### config.mk
export PLATFORM = sky130hd
export DESIGN_NAME = fb_pixel_store
export DESIGN_NICKNAME = d
export VERILOG_FILES = /design/src/rtl/fbps_pkg.sv /design/src/rtl/fbps_row_offset.sv /design/src/rtl/fbps_repack.sv /design/src/rtl/fbps_lane_place.sv /design/src/rtl/fb_pixel_store.sv
export SDC_FILE = /design/constraint.sdc
export NUM_CORES = 1
export LEC_CHECK = 0
export ABC_AREA = 1
export BUFFER_PORTS_ARGS = -buffer_cell sky130_fd_sc_hd__buf_2
export CELL_PAD_IN_SITES_DETAIL_PLACEMENT = 1
export CELL_PAD_IN_SITES_GLOBAL_PLACEMENT = 1
export CORE_UTILIZATION = 33
export CTS_CLUSTER_DIAMETER = 200
export DETAILED_ROUTE_END_ITERATION = 10
export PLACE_DENSITY_LB_ADDON = 0.1
export SLEW_MARGIN = 20
export SYNTH_ARGS = -nofsm -noshare
export SYNTH_HDL_FRONTEND = slang
export SYNTH_SLANG_ARGS = --single-unit
### constraint.sdc
create_clock -name clk -period 6.7 [get_ports clk]
set_input_delay 0.67 -clock clk [delete_from_list [all_inputs] [get_ports clk]]
set_output_delay 0.67 -clock clk [all_outputs]
set_load 0.03 [all_outputs]
### src/rtl/fbps_pkg.sv
// Shared types for the framebuffer pixel store repacker.
// Assumes nothing beyond a 2-bit format selector.
package fbps_pkg;
    typedef enum logic [1:0] {
        FMT_W32   = 2'd0,
        FMT_C555  = 2'd1,
        FMT_C4444 = 2'd2,
        FMT_W32B  = 2'd3
    } pix_fmt_e;

    // True when a format stores four bytes per pixel.
    function automatic logic fmt_is_wide(input pix_fmt_e f);
        return (f == FMT_W32) || (f == FMT_W32B);
    endfunction
endpackage

### src/rtl/fbps_row_offset.sv
// Row offset in pixels: y times a pitch drawn from a fixed table.
// Each pitch is one power of two, or a power of two plus its half, so the
// product is formed from at most two shifted copies of y.
// Assumes OFF_W is wide enough for y << (MIN_SH + 2) plus its half.
module fbps_row_offset #(
    parameter int Y_W    = 12,
    parameter int OFF_W  = 32,
    parameter int MIN_SH = 8
) (
    input  logic [Y_W-1:0]   y,
    input  logic [2:0]       code,
    output logic [OFF_W-1:0] row_off
);
    localparam int SH0 = MIN_SH;
    localparam int SH1 = MIN_SH + 1;
    localparam int SH2 = MIN_SH + 2;

    logic [OFF_W-1:0] yw;
    assign yw = OFF_W'(y);

    // Shift-and-add pitch product; unused codes fall back to the smallest pitch.
    always_comb begin
        unique case (code)
            3'd0:    row_off = yw << SH0;
            3'd1:    row_off = (yw << SH0) + (yw << (SH0 - 1));
            3'd2:    row_off = yw << SH1;
            3'd3:    row_off = (yw << SH1) + (yw << SH0);
            3'd4:    row_off = yw << SH2;
            3'd5:    row_off = (yw << SH2) + (yw << SH1);
            default: row_off = yw << SH0;
        endcase
    end
endmodule

### src/rtl/fbps_repack.sv
// Reduces a wide four-channel pixel to the 32-bit and 16-bit storage words.
// Keeps the top bits of each channel. Assumes CH_W >= 8.
module fbps_repack
    import fbps_pkg::*;
#(
    parameter int CH_W = 16
) (
    input  logic [4*CH_W-1:0] pixel,
    input  pix_fmt_e          fmt,
    output logic [31:0]       word32,
    output logic [15:0]       word16
);
    logic [CH_W-1:0] ch_a, ch_r, ch_g, ch_b;

    // Channel split: A highest, then R, G, B.
    always_comb begin
        ch_a = pixel[4*CH_W-1 -: CH_W];
        ch_r = pixel[3*CH_W-1 -: CH_W];
        ch_g = pixel[2*CH_W-1 -: CH_W];
        ch_b = pixel[CH_W-1   -: CH_W];
    end

    // Eight bits per channel, red in the top byte, alpha in the bottom byte.
    always_comb begin
        word32 = {ch_r[CH_W-1 -: 8], ch_g[CH_W-1 -: 8],
                  ch_b[CH_W-1 -: 8], ch_a[CH_W-1 -: 8]};
    end

    // Narrow word chosen by format: 5-5-5 with a clear top bit, or 4-4-4-4.
    always_comb begin
        if (fmt == FMT_C555)
            word16 = {1'b0, ch_r[CH_W-1 -: 5], ch_g[CH_W-1 -: 5], ch_b[CH_W-1 -: 5]};
        else
            word16 = {ch_r[CH_W-1 -: 4], ch_g[CH_W-1 -: 4],
                      ch_b[CH_W-1 -: 4], ch_a[CH_W-1 -: 4]};
    end
endmodule

### src/rtl/fbps_lane_place.sv
// Places the storage word on the 32-bit write lanes and forms byte enables.
// Assumes the byte address of a 16-bit pixel is even (base word aligned).
module fbps_lane_place (
    input  logic        wide,
    input  logic        half_sel,
    input  logic [31:0] word32,
    input  logic [15:0] word16,
    output logic [31:0] data,
    output logic [3:0]  be
);
    // Full word for wide formats; narrow word duplicated, one half enabled.
    always_comb begin
        if (wide) begin
            data = word32;
            be   = 4'b1111;
        end else begin
            data = {word16, word16};
            be   = half_sel ? 4'b1100 : 4'b0011;
        end
    end
endmodule

### src/rtl/fb_pixel_store.sv
// Framebuffer pixel store: raster position plus wide pixel in, one registered
// memory write out a cycle later. Configuration is sampled with each pixel.
// Assumes cfg_base is 4-byte aligned.
module fb_pixel_store
    import fbps_pkg::*;
#(
    parameter int X_W    = 12,
    parameter int Y_W    = 12,
    parameter int ADDR_W = 32,
    parameter int CH_W   = 16
) (
    input  logic              clk,
    input  logic              rst_n,
    input  logic              in_valid,
    input  logic [X_W-1:0]    in_x,
    input  logic [Y_W-1:0]    in_y,
    input  logic [4*CH_W-1:0] in_pixel,
    input  logic [ADDR_W-1:0] cfg_base,
    input  logic [2:0]        cfg_stride_code,
    input  logic [1:0]        cfg_fmt,
    output logic              wr_valid,
    output logic [ADDR_W-1:0] wr_addr,
    output logic [31:0]       wr_data,
    output logic [3:0]        wr_be
);
    localparam int MIN_SH = 8;

    pix_fmt_e          fmt;
    logic              wide;
    logic [ADDR_W-1:0] row_off;
    logic [ADDR_W-1:0] pix_idx;
    logic [ADDR_W-1:0] byte_addr;
    logic [31:0]       w32;
    logic [15:0]       w16;
    logic [31:0]       lane_data;
    logic [3:0]        lane_be;

    assign fmt  = pix_fmt_e'(cfg_fmt);
    assign wide = fmt_is_wide(fmt);

    fbps_row_offset #(.Y_W(Y_W), .OFF_W(ADDR_W), .MIN_SH(MIN_SH)) u_row (
        .y       (in_y),
        .code    (cfg_stride_code),
        .row_off (row_off)
    );

    // Pixel index and byte address; bytes per pixel is a shift of 2 or 1.
    always_comb begin
        pix_idx   = row_off + ADDR_W'(in_x);
        byte_addr = cfg_base + (wide ? (pix_idx << 2) : (pix_idx << 1));
    end

    fbps_repack #(.CH_W(CH_W)) u_pack (
        .pixel  (in_pixel),
        .fmt    (fmt),
        .word32 (w32),
        .word16 (w16)
    );

    fbps_lane_place u_lane (
        .wide     (wide),
        .half_sel (byte_addr[1]),
        .word32   (w32),
        .word16   (w16),
        .data     (lane_data),
        .be       (lane_be)
    );

    // Output register for the write port.
    always_ff @(posedge clk) begin
        if (!rst_n) begin
            wr_valid <= 1'b0;
            wr_addr  <= '0;
            wr_data  <= '0;
            wr_be    <= '0;
        end else begin
            wr_valid <= in_valid;
            if (in_valid) begin
                wr_addr <= byte_addr;
                wr_data <= lane_data;
                wr_be   <= lane_be;
            end
        end
    end

    // Each accepted pixel gives exactly one write a cycle later.
    assert_write_follows_R2: assert property (@(posedge clk) disable iff (!rst_n)
        in_valid |=> wr_valid);
    assert_idle_follows_R2: assert property (@(posedge clk) disable iff (!rst_n)
        !in_valid |=> !wr_valid);
    // 32-bit formats enable all lanes at a word-aligned address.
    assert_wide_lanes_R9: assert property (@(posedge clk) disable iff (!rst_n)
        (in_valid && (cfg_fmt == 2'd0 || cfg_fmt == 2'd3)) |=>
        (wr_be == 4'b1111 && wr_addr[1:0] == 2'b00));
    // 16-bit formats enable exactly one half, chosen by address bit 1.
    assert_half_lanes_R9: assert property (@(posedge clk) disable iff (!rst_n)
        (in_valid && (cfg_fmt == 2'd1 || cfg_fmt == 2'd2)) |=>
        ($countones(wr_be) == 2 && wr_be[{wr_addr[1], 1'b0}] && wr_addr[0] == 1'b0));
    // The 15-bit colour format never sets the spare top bit in either half.
    assert_c555_top_clear_R7: assert property (@(posedge clk) disable iff (!rst_n)
        (in_valid && cfg_fmt == 2'd1) |=> (wr_data[31] == 1'b0 && wr_data[15] == 1'b0));
    // Halves of a 16-bit write carry the same value.
    assert_half_copy_R9: assert property (@(posedge clk) disable iff (!rst_n)
        (in_valid && (cfg_fmt == 2'd1 || cfg_fmt == 2'd2)) |=>
        (wr_data[31:16] == wr_data[15:0]));
endmodule

After elaboration in Yosys (flattened, before gate mapping). Cells that the tools add are included.

Register bits after elaboration: 69. Bits in latches: 0. RAM bits: 0. ROM bits: 0. Input port bits: 128. Output and inout port bits: 69. Word-level logic and storage cells: 24. Memories: 0.

Add/sub/neg operators: 5. $mul: 0. Divide/modulo/power cells: 0. $lt $le $gt $ge: 0. Equality and inequality tests: 7. Shift-type cells: 0. Multiplexer cells: 6. Bitwise gates (word level): 0. Reduce and logical (&&, ||, !) cells: 2.

Operators by type and width (number): $pmux 31 s5 (1); $mux 32 (2); $add 32x32->32 (1); $add 31x12->31 (1); $add 22x21->23 (1); $add 21x20->22 (1); $add 20x19->21 (1); $mux 16 (1); $mux 4 (2); $eq 3x2->1 const B (2); $eq 3x3->1 const B (2); $eq 3x1->1 const B (1); $eq 2x1->1 const B (1); $eq 2x2->1 const B (1); $logic_not 2->1 (1); $logic_or 1x1->1 (1).

Longest topological paths before layout. Gate-level depths: netlist of run 1.

Depth after elaboration: 7. Mapped depth: 39. Depth with buffers taken out: 39.

Cells and area by module. Synthesis of run 1 repeated with hierarchy kept, for this count alone.

Cell total of the unflattened synthesis: 1316. Area total of the unflattened synthesis: 7960.1 µm².

Modules (own cells, without submodules): fb_pixel_store (instances 1, cells an instance 879, area each 5549.1 µm², sequential area each 1381.3 µm²); fbps_row_offset (instances 1, cells an instance 263, area each 1430.1 µm², sequential area each 0.0 µm²); fbps_repack (instances 1, cells an instance 84, area each 523.0 µm², sequential area each 0.0 µm²); fbps_lane_place (instances 1, cells an instance 90, area each 457.9 µm², sequential area each 0.0 µm²).

Least setup slack after synthesis of run 1. Ideal clock, no wire load.

Path type: input-to-reg. Start: input port in_y[0]. End: register wr_addr[30]. Setup time: 0.116 ns. Arrival: 4.857 ns. Data required time: 6.584 ns. Slack: 1.726 ns. Cell stages on the path: 34. Path buffers: 0. Path through: ha_1 -> inv_1 -> fa_1 -> inv_1 -> a21oi_1 -> a32oi_1 -> ha_1 -> inv_1 -> or2_2 -> nand2_1 -> nand2_1 -> nand2_1 -> nand2_1 -> nand2_1 -> nand3_1 -> nor2_1 -> nand2_1 -> nor2_1 -> nand4_1 -> xor2_1 -> nand2_1 -> nand2_1 -> ha_1 -> a21oi_1 -> nor2_1 -> a211oi_1 -> o21a_1 -> nand3_1 -> nand2_1 -> nand2_1 -> nand3_1 -> nand3_1 -> o211ai_1 -> inv_1.

Cells in the longest elaborated chain, start to end: 5. Elaborated cells on any way between the ends: 7. Classes of those cells: add/sub (5); mux (2).

Ends and longest elaborated chain: start, declared (line fb_pixel_store.sv:16) `input logic [Y_W-1:0] in_y,`; $add 22x21->23, or another cell as far along (line fbps_row_offset.sv:29) `3'd5: row_off = (yw << SH2) + (yw << SH1);`; $pmux 31 s5 * (line fbps_row_offset.sv:23) `unique case (code)`; $add 31x12->31 * (line fb_pixel_store.sv:49) `pix_idx = row_off + ADDR_W'(in_x);`; $mux 32 * (line fb_pixel_store.sv:50) `byte_addr = cfg_base + (wide ? (pix_idx << 2) : (pix_idx << 1));`; $add 32x32->32 * (line fb_pixel_store.sv:50); end signal, assigned (line fb_pixel_store.sv:79) `wr_addr <= byte_addr;`; end, declared (line fb_pixel_store.sv:22) `output logic [ADDR_W-1:0] wr_addr,`.

Mark *: on every way between the ends. The rest lies on a longest branch, timed or not. A chain may end at the register's enable or synchronous reset.

Worst setup path after layout of run 1. Ends and elaborated chain as after synthesis.

==> results of run 1 <==
-- worst max-delay path, delay by kind of cell --
family,cells,cell delay [ns]
AO/OA/AOI/OAI,8,1.79
AND/OR/NAND/NOR,19,1.86
buffers and inverters,5,0.45
adder cells (fa/ha/maj),4,1.34
-- layer usage --
| metal | global-route usage (%) | part of all wire [%] | up-vias |
|---|---|---|---|
| met1 | 29.5 | 47 | 3463 |
| met4 | 5.43 | 1.8 | 2 |
| met5 | 0 | 0.058 | - |
| li1 | - | - | 3809 |
| met2 | 40.0 | 48 | 107 |
| met3 | 3.58 | 3.0 | 25 |
-- per-stage QoR --
step / utilization [%] / hold slack (ns) / power (W)
floorplan: - / 0.589 / 0.00103
global placement: 39.3 / 0.452 / 0.00125
detailed placement: 39.3 / 0.464 / 0.00127
CTS: 40.8 / 0.474 / 0.00174
global route: 40.8 / 0.517 / 0.00186
finish: 40.8 / 0.466 / 0.00172
-- sequential cells by signal (all words and copies together), names as in the netlist --
| signal | flops |
|---|---|
| wr_addr | 32 |
| wr_be | 2 |
| wr_data | 32 |
| wr_valid | 1 |
-- final cells by class --
| cell class | count | area, µm² |
|---|---|---|
| flip-flops and latches | 67 | 1340 |
| diodes | 1 | 2.50 |
| inverters | 158 | 596 |
| multi-input cells | 805 | 4310 |
| fillers | 2646 | 11200 |
| repair buffers | 167 | 843 |
| clock inverters | 5 | 53.8 |
| well taps | 260 | 325 |
| clock buffers | 11 | 233 |
-- cells by family (layout without fill, tap and decap cells) --
family / after synthesis / after routing / synth area share [%]
buffers and inverters: 195 / 341 / 11.8
other: 0 / 1 / 0
AOI/OAI and AO/OA: 271 / 271 / 23.1
xor gates and xnor gates: 18 / 18 / 2.46
DFF: 67 / 67 / 20.9
adders and majority gates: 48 / 48 / 9.72
and+or+nand+nor: 468 / 468 / 32.0
-- path summary, 6_finish.rpt --
check | startpoint | cells after the start | slack (ns) | endpoint
worst max-delay path | in_y[0] | 36 | 0.84 | wr_addr[30]
worst min-delay path | wr_addr[1] | 2 | 0.47 | wr_addr[1]
worst max register to register | wr_addr[12] | 4 | 5.98 | wr_addr[12]
worst min register to register | wr_addr[1] | 2 | 0.47 | wr_addr[1]
-- cells in the final DEF (no fill, tap or decap), types with 2 or more instances in the layout --
master / Yosys / layout
clkinv_2: 0 / 3
xor2_1: 14 / 14
a21o_1: 6 / 6
inv_1: 150 / 150
o21ai_1: 3 / 3
xnor2_1: 4 / 4
nand4_1: 14 / 14
a31oi_1: 8 / 8
clkbuf_16: 0 / 9
a21oi_1: 117 / 117
nand3_1: 84 / 84
o21ai_0: 104 / 104
nor2_2: 3 / 3
or2_2: 4 / 4
o221ai_1: 7 / 7
fa_1: 3 / 3
nor2_1: 93 / 93
nand3_2: 4 / 4
buf_4: 2 / 3
o211ai_1: 8 / 8
nor3_1: 7 / 7
nor2_4: 5 / 5
inv_2: 7 / 7
nand3b_1: 3 / 3
clkbuf_1: 25 / 2
ha_1: 45 / 44
a221oi_1: 4 / 4
nand2_1: 239 / 239
buf_2: 2 / 164
dfxtp_1: 67 / 67
nand2_2: 8 / 8
o21bai_1: 3 / 3
o22ai_1: 3 / 3
-- power by group through the flow --
stage	combinational (W)	clock, W	sequential, W
global route	0.000889	0.000502	0.000469
CTS	0.000797	0.000483	0.000464
global placement	0.000781	0	0.000472
floorplan	0.000472	0	0.000556
detailed placement	0.000793	0	0.000472
finish	0.000788	0.000469	0.000464
==> results_dict.tcl, run 1 <==
set metrics [dict create \
    grt_max_degree 74 \
    p_sw_share_pct 42.9 \
    yosysWarnings 0 \
    die_h_um 141 \
    status "finished, final reports clean" \
    grt_pass1_wl_um 36700 \
    cpMostUsedCell "nand2_1" \
    finalSetupTns_ns 0 \
    dieArea_um2 20000 \
    io_buffers 164 \
    rows 50 \
    grt_util_all_layers_pct 22.9 \
    cts_tree "done" \
    power.switching_w 0.000739 \
    ys_seq_elements 67 \
    yosys.area.top_type "dfxtp_1" \
    cts_buffers 9 \
    area_delta_synth_final_pct 20.2 \
    clkTransAtPathRegs_ns 0.06 \
    final_cells 1474 \
    p_leak_nw 4.17 \
    num_io_pins 197 \
    comb_power_share_pct 45.8 \
    post_drt_wl_per_cell_um 15.2 \
    via_count 7406 \
    cap_violations 0 \
    crit_arrival_ns 6.08 \
    dp_hpwl_um 18200 \
    internal-power_w 0.000982 \
    drc 0 \
    skew_ns 0 \
    synth.avg_cell_area_um2 6.01 \
    start_util_pct 33.9 \
    syn_area_um2 6410 \
    crit_slowest_cell "a211oi_1" \
    core_area_um2 18900 \
    die_w_um 141 \
    first_global_vias 7281 \
    worstHoldPathType "reg -> reg" \
    final-hold-violation-count 0 \
    clk_path_buf_depth 2 \
    clock_power_share_pct 27.3 \
    synth_top_area_share_pct 20.9 \
    synth.distinct_cells 46 \
    clock-sinks 67 \
    cts_hold_buf 0 \
    placed_area_um2 7420 \
    cts_resized 0 \
    synth-edff-count 0 \
    clk_latency_ns 0.33 \
    postLayoutSetupSlackWorst_ns 0.845 \
    finalCriticalPeriod_ns 5.86 \
    ys_seq_area_share_pct 20.9 \
    post-route-period-util_pct 87.4 \
    via_per_inst 5.02 \
    synthTopCellsByArea "dfxtp_1 21%, nand2_1 14%, a21oi_1 9.1%" \
    numPlacedInstances 1457 \
    ys.flop_type "dfxtp_1" \
    crit_type "in -> reg" \
    cts_setup_buffers 0 \
    worst_ep_required_time_ns 6.93 \
    first_pass_iters 5 \
    drt_iter0_markers 264 \
    yosysMostFrequentCell "nand2_1" \
    fin_nets 1384 \
    max_freq_mhz 171 \
    routed_wl_um 22400 \
    finalSetupViolCount 0 \
    antenna_found_initial 2 \
    final_max_slew_viol_count 0 \
    path_max_fanout 5 \
    synthCells 1067 \
    endpoint_kind "register" \
    p_per_area_nw_per_um2 223 \
    worstSetupStartpointType "input pin" \
    dpl_worst_slack_ns 0.420 \
    synth_common_cells "239 x nand2_1, 150 x inv_1, 117 x a21oi_1" \
    ir_drop_mv 0.133 \
    root_buffer "clkbuf_16" \
    fin_area_um2 7710 \
    synth_fp_nets 1243 \
    slew_headroom_pct 43.4 \
    grt-ovfl-total 0 \
    cp_slowest_stage_delay_ns 0.44 \
    p_seq_share_pct 26.9 \
    gp_congestion 0.831 \
    worst-slew-pin-transition_ns 0.848 \
    drtAntennaViolNets 0 \
    h-tree-depth 3 \
    drive_above_1_share_pct 18.1 \
    grt_setup_unrepaired "false" \
    async_reset_ff_share_pct 0 \
]
Power figures use the tool's default switching activity.
==> run 2, diff against run 1 <==
Settings changed: CORE_UTILIZATION 33 to 35.
==> run 2 against run 1 <==
- fmax is 0.32% higher
- first-iteration DRC count rose by 18%
- core utilization is 1.9 points higher
==> results_dict.tcl, run 2 (synthesis gave the netlist of run 1 again) <==
set metrics [dict create \
    status "finished, final reports clean" \
    grt_pass1_wl_um 34900 \
    rr_startpoint "wr_addr[13]" \
    clkTransAtPathRegs_ns 0.05 \
    final-hold-violation-count 0 \
    root_buffer "clkbuf_16" \
    dp_hpwl_um 17500 \
    die_w_um 137 \
    placed_area_um2 7380 \
    cts_resized 0 \
    ff2ff_setup_slack_ns 5.96 \
    fin_util_pct 42.7 \
    routed_wl_um 21900 \
    internal-power_w 0.000992 \
    worstSetupStartpointType "input pin" \
    crit_arrival_ns 6.06 \
    hp-start "wr_addr[1]" \
    start_util_pct 35.7 \
    first_pass_iters 6 \
    drive_above_1_share_pct 18.1 \
    final_cells 1443 \
    drtAntennaViolNets 0 \
    cts_buffers 9 \
    grt_util_all_layers_pct 23.2 \
    fin_nets 1384 \
    drc 0 \
    postLayoutSetupSlackWorst_ns 0.864 \
    numPlacedInstances 1426 \
    comb_power_share_pct 45.6 \
    endpoint_kind "register" \
    cpMostUsedCell "nand2_1" \
    grt-ovfl-total 0 \
    rows 49 \
    core_area_um2 18000 \
    worstHoldPathType "reg -> reg" \
    worst-slew-pin-transition_ns 0.826 \
    final_common_cell "nand2_1" \
    max_freq_mhz 171 \
    h-tree-depth 3 \
    fin_area_um2 7680 \
    dpl_worst_slack_ns 0.520 \
    grt_setup_unrepaired "false" \
    path_max_fanout 5 \
    ir_drop_mv 0.201 \
    p_leak_nw 4.17 \
    final_cell_mix "239 x nand2_1, 164 x buf_2, 150 x inv_1" \
    clock_power_share_pct 27.6 \
    finalSetupViolCount 0 \
    crit_slowest_cell "a211oi_1" \
    dieArea_um2 18900 \
    clock-sinks 67 \
    drt_iter0_markers 312 \
    worst_hold_path.endpoint "wr_addr[1]" \
    via_per_inst 5.12 \
    num_io_pins 197 \
    finalCriticalPeriod_ns 5.84 \
    skew_ns 0 \
    post-route-period-util_pct 87.1 \
    antenna_found_initial 1 \
    slew_headroom_pct 44.8 \
    p_per_area_nw_per_um2 225 \
    grt_max_degree 77 \
    worst_ep_required_time_ns 6.92 \
    clk_path_buf_depth 2 \
    worstHoldPathCells 2 \
    via_count 7387 \
    cts_setup_buffers 0 \
    cts_hold_buf 0 \
    finalSetupTns_ns 0 \
    p_seq_share_pct 26.8 \
    reg_top3 "wr_addr x32, wr_data x32, wr_be x2" \
    p_sw_share_pct 42.6 \
    io_buffers 164 \
    gp_congestion 0.850 \
    cap_violations 0 \
    post_drt_wl_per_cell_um 15.2 \
    rr_endpoint "wr_addr[13]" \
    power.switching_w 0.000736 \
    first_global_vias 7111 \
    clk_latency_ns 0.33 \
    crit_type "in -> reg" \
    cts_tree "done" \
    cp_slowest_stage_delay_ns 0.44 \
    rr_worst_depth 4 \
    die_h_um 137 \
    final_max_slew_viol_count 0 \
    area_delta_synth_final_pct 19.8 \
]
-- run 2: changes by cell type in the layout (fill, tap and decap cells not counted) --
cell        change
clkbuf_1        -1
clkbuf_8        +1
clkinv_4        -1
clkinvlp_4      +1
-- run 2: area by class of cell --
class / instances / area [µm²]
clock inverter: 5 / 52.6
fill: 2508 / 10300
timing repair buffer: 167 / 843
multi-input combinational: 805 / 4310
tap: 229 / 287
antenna: 1 / 2.50
inverter: 158 / 596
clock buffer: 11 / 243
sequential: 67 / 1340
-- run 2: routing by layer --
metal	GRT usage [%]	routed length, µm
met2	39.7	10400
met5	0	0
met1	30.5	10300
met4	6.17	470
met3	3.13	688
-- run 2: worst max path at each step --
stage               startpoint     endpoint  slack, ns  depth (start not counted)
floorplan              in_y[0]  wr_addr[30]       1.73                         34
global placement       in_y[0]  wr_addr[30]       0.66                         36
detailed placement     in_y[0]  wr_addr[30]       0.52                         36
CTS                    in_y[0]  wr_addr[30]       0.84                         36
global route           in_y[0]  wr_addr[30]       0.18                         38
finish                 in_y[0]  wr_addr[30]       0.86                         36
-- run 2: power by group through the flow --
stage	sequential (W)	clock (W)	combinational (W)
3_3_place_gp	0.000471	0	0.000779
2_1_floorplan	0.000556	0	0.000472
3_5_place_dp	0.000471	0	0.000790
5_1_grt	0.000469	0.000502	0.000890
4_1_cts	0.000463	0.000484	0.000795
6_report	0.000463	0.000476	0.000788
-- run 2: critical path, delay by kind of cell --
kind | cells | cell delay [ns]
AO/OA/AOI/OAI | 8 | 1.80
buffers and inverters | 5 | 0.45
adder cells (fa/ha/maj) | 4 | 1.35
AND/OR/NAND/NOR | 19 | 1.79
-- run 2: through the flow --
step / hold WS [ns] / total power [W]
final: 0.465 / 0.00173
after floorplan: 0.589 / 0.00103
after CTS: 0.469 / 0.00174
after global placement: 0.454 / 0.00125
after global routing: 0.495 / 0.00186
after detailed placement: 0.459 / 0.00126
==> run 3, diff against run 2 <==
Settings changed: ABC_AREA 1 to unset, CORE_UTILIZATION 35 to 37.
==> run 3 against run 2 <==
- combinational power up 7.5%
- hold slack gained 0.0064 ns
- critical path depth down 10
- fmax is 4.3% lower
- clock power rose by 7.1%
- count of clock-buffer cells in the layout increased by 2
- cell area decreased by 2.4%
- largest cell class unchanged
- sequential power grew 2%
- final cell count down 19%
==> results_dict.tcl, run 3 <==
set metrics [dict create \
    grt_pass1_wl_um 33900 \
    max_freq_mhz 164 \
    syn_area_um2 6180 \
    start_util_pct 38.3 \
    synth.avg_cell_area_um2 7.64 \
    yosysMostFrequentCell "a21oi_1" \
    crit_slowest_cell "fa_1" \
    core_area_um2 16100 \
    clk_path_buf_depth 2 \
    synth_fp_nets 985 \
    cpMostUsedCell "a21oi_1" \
    synth.distinct_cells 80 \
    dpl_worst_slack_ns 0.338 \
    crit_arrival_ns 6.29 \
    h-tree-depth 3 \
    clk_latency_ns 0.33 \
    cts_buffers 9 \
    cts_setup_buffers 0 \
    post_drt_wl_per_cell_um 17.7 \
    worstHoldPathType "reg -> reg" \
    antenna_found_initial 1 \
    numPlacedInstances 1154 \
    first_global_vias 6669 \
    grt-ovfl-total 0 \
    routed_wl_um 20800 \
    postLayoutSetupSlackWorst_ns 0.598 \
    path_max_fanout 6 \
    reg_top3 "wr_addr x32, wr_data x32, wr_be x2" \
    grt_util_all_layers_pct 23.9 \
    first_pass_iters 4 \
    p_leak_nw 3.41 \
    final_cells 1171 \
    io_buffers 164 \
    drc 0 \
    num_io_pins 197 \
    synthCells 809 \
    die_h_um 131 \
    synth-edff-count 0 \
    drive_above_1_share_pct 23.3 \
    via_count 6578 \
    final_common_cell "buf_2" \
    post-route-period-util_pct 91.1 \
    gp_congestion 0.888 \
    area_delta_synth_final_pct 21.3 \
    finalSetupTns_ns 0 \
    clock-sinks 67 \
    async_reset_ff_share_pct 0 \
    ys_seq_elements 67 \
    cp_slowest_stage_delay_ns 0.52 \
    drtAntennaViolNets 0 \
    grt_setup_unrepaired "false" \
    synth_top_area_share_pct 21.7 \
    final_max_slew_viol_count 0 \
    cts_hold_buf 0 \
    final_cell_mix "162 x buf_2, 95 x a21oi_1, 82 x nor2_1" \
    yosysWarnings 0 \
    fin_nets 1125 \
    die_w_um 131 \
    finalCriticalPeriod_ns 6.10 \
    dieArea_um2 17200 \
    ir_drop_mv 0.125 \
    crit_type "in -> reg" \
    slew_headroom_pct 54.6 \
    synthTopCellsByArea "dfxtp_1 22%, ha_1 9.1%, mux2i_1 8.1%" \
    worstSetupStartpointType "input pin" \
    synth_common_cells "95 x a21oi_1, 82 x nor2_1, 73 x o21ai_0" \
    cts_tree "done" \
    status "finished, final reports clean" \
    rows 46 \
    skew_ns 0 \
    cts_resized 0 \
    finalSetupViolCount 0 \
    yosys.area.top_type "dfxtp_1" \
    root_buffer "clkbuf_16" \
    cap_violations 0 \
    endpoint_kind "register" \
    ys.flop_type "dfxtp_1" \
    ys_seq_area_share_pct 21.7 \
    worst-slew-pin-transition_ns 0.680 \
    drt_iter0_markers 277 \
    worst_ep_required_time_ns 6.89 \
    via_per_inst 5.62 \
    dp_hpwl_um 16000 \
    clkTransAtPathRegs_ns 0.05 \
    final-hold-violation-count 0 \
    grt_max_degree 76 \
    p_per_area_nw_per_um2 244 \
]
run 3: worst paths after layout:
check / slack [ns] / end / cells past startpoint / from
min reg2reg: 0.47 / wr_addr[14] / 2 / wr_addr[14]
max reg2reg: 5.98 / wr_addr[29] / 2 / wr_addr[29]
min: 0.47 / wr_addr[14] / 2 / wr_addr[14]
max: 0.60 / wr_addr[31] / 26 / in_y[1]
run 3: critical path, delay by kind of cell:
| family | cells | cell delay, ns |
|---|---|---|
| buffers and inverters | 2 | 0.21 |
| muxes | 1 | 0.14 |
| adders and majority gates | 4 | 1.46 |
| AOI/OAI and AO/OA | 14 | 2.54 |
| xor gates and xnor gates | 2 | 0.37 |
| and+or+nand+nor | 3 | 0.87 |
run 3: area by class of cell:
class                      count  area, µm²
inverter                      33        124
clock buffer                  13        280
tap                          216        270
antenna                        1       2.50
sequential                    67       1340
clock inverter                 3       43.8
fill                        2071       8620
multi-input combinational    663       4520
timing repair buffer         175        908
run 3: kinds of logic (layout without fill, tap and decap cells):
group,count (synthesis),count (layout),synth area share (%)
AOI/OAI and AO/OA,280,280,28.2
xor gates and xnor gates,39,39,5.53
adders and majority gates,48,48,10.1
buffers and inverters,79,224,5.10
DFF,67,67,21.7
muxes,58,58,9.56
other,0,1,0
and+or+nand+nor,238,238,19.8
run 3: stage by stage:
stage | hold WS [ns] | total power, W | util (%) | instance area [µm²]
6_report | 0.471 | 0.00183 | 46.5 | 7490
5_1_grt | 0.503 | 0.00194 | 46.5 | 7490
4_1_cts | 0.477 | 0.00185 | 46.5 | 7490
3_5_place_dp | 0.470 | 0.00133 | 44.4 | 7160
3_3_place_gp | 0.461 | 0.00129 | 44.4 | 7160
2_1_floorplan | 0.601 | 0.00109 | - | 6180
run 3: power breakdown:
group          internal, W  switching [W]  total, W
Sequential        0.000450      0.0000242  0.000474
Combinational     0.000318       0.000529  0.000847
Clock             0.000329       0.000181  0.000510
run 3: routing by layer:
metal / track usage [%] / share of wire, %
met4: 6.93 / 1.7
met2: 40.8 / 48
met1: 31.1 / 47
met3: 3.32 / 3.2
met5: 0 / 0
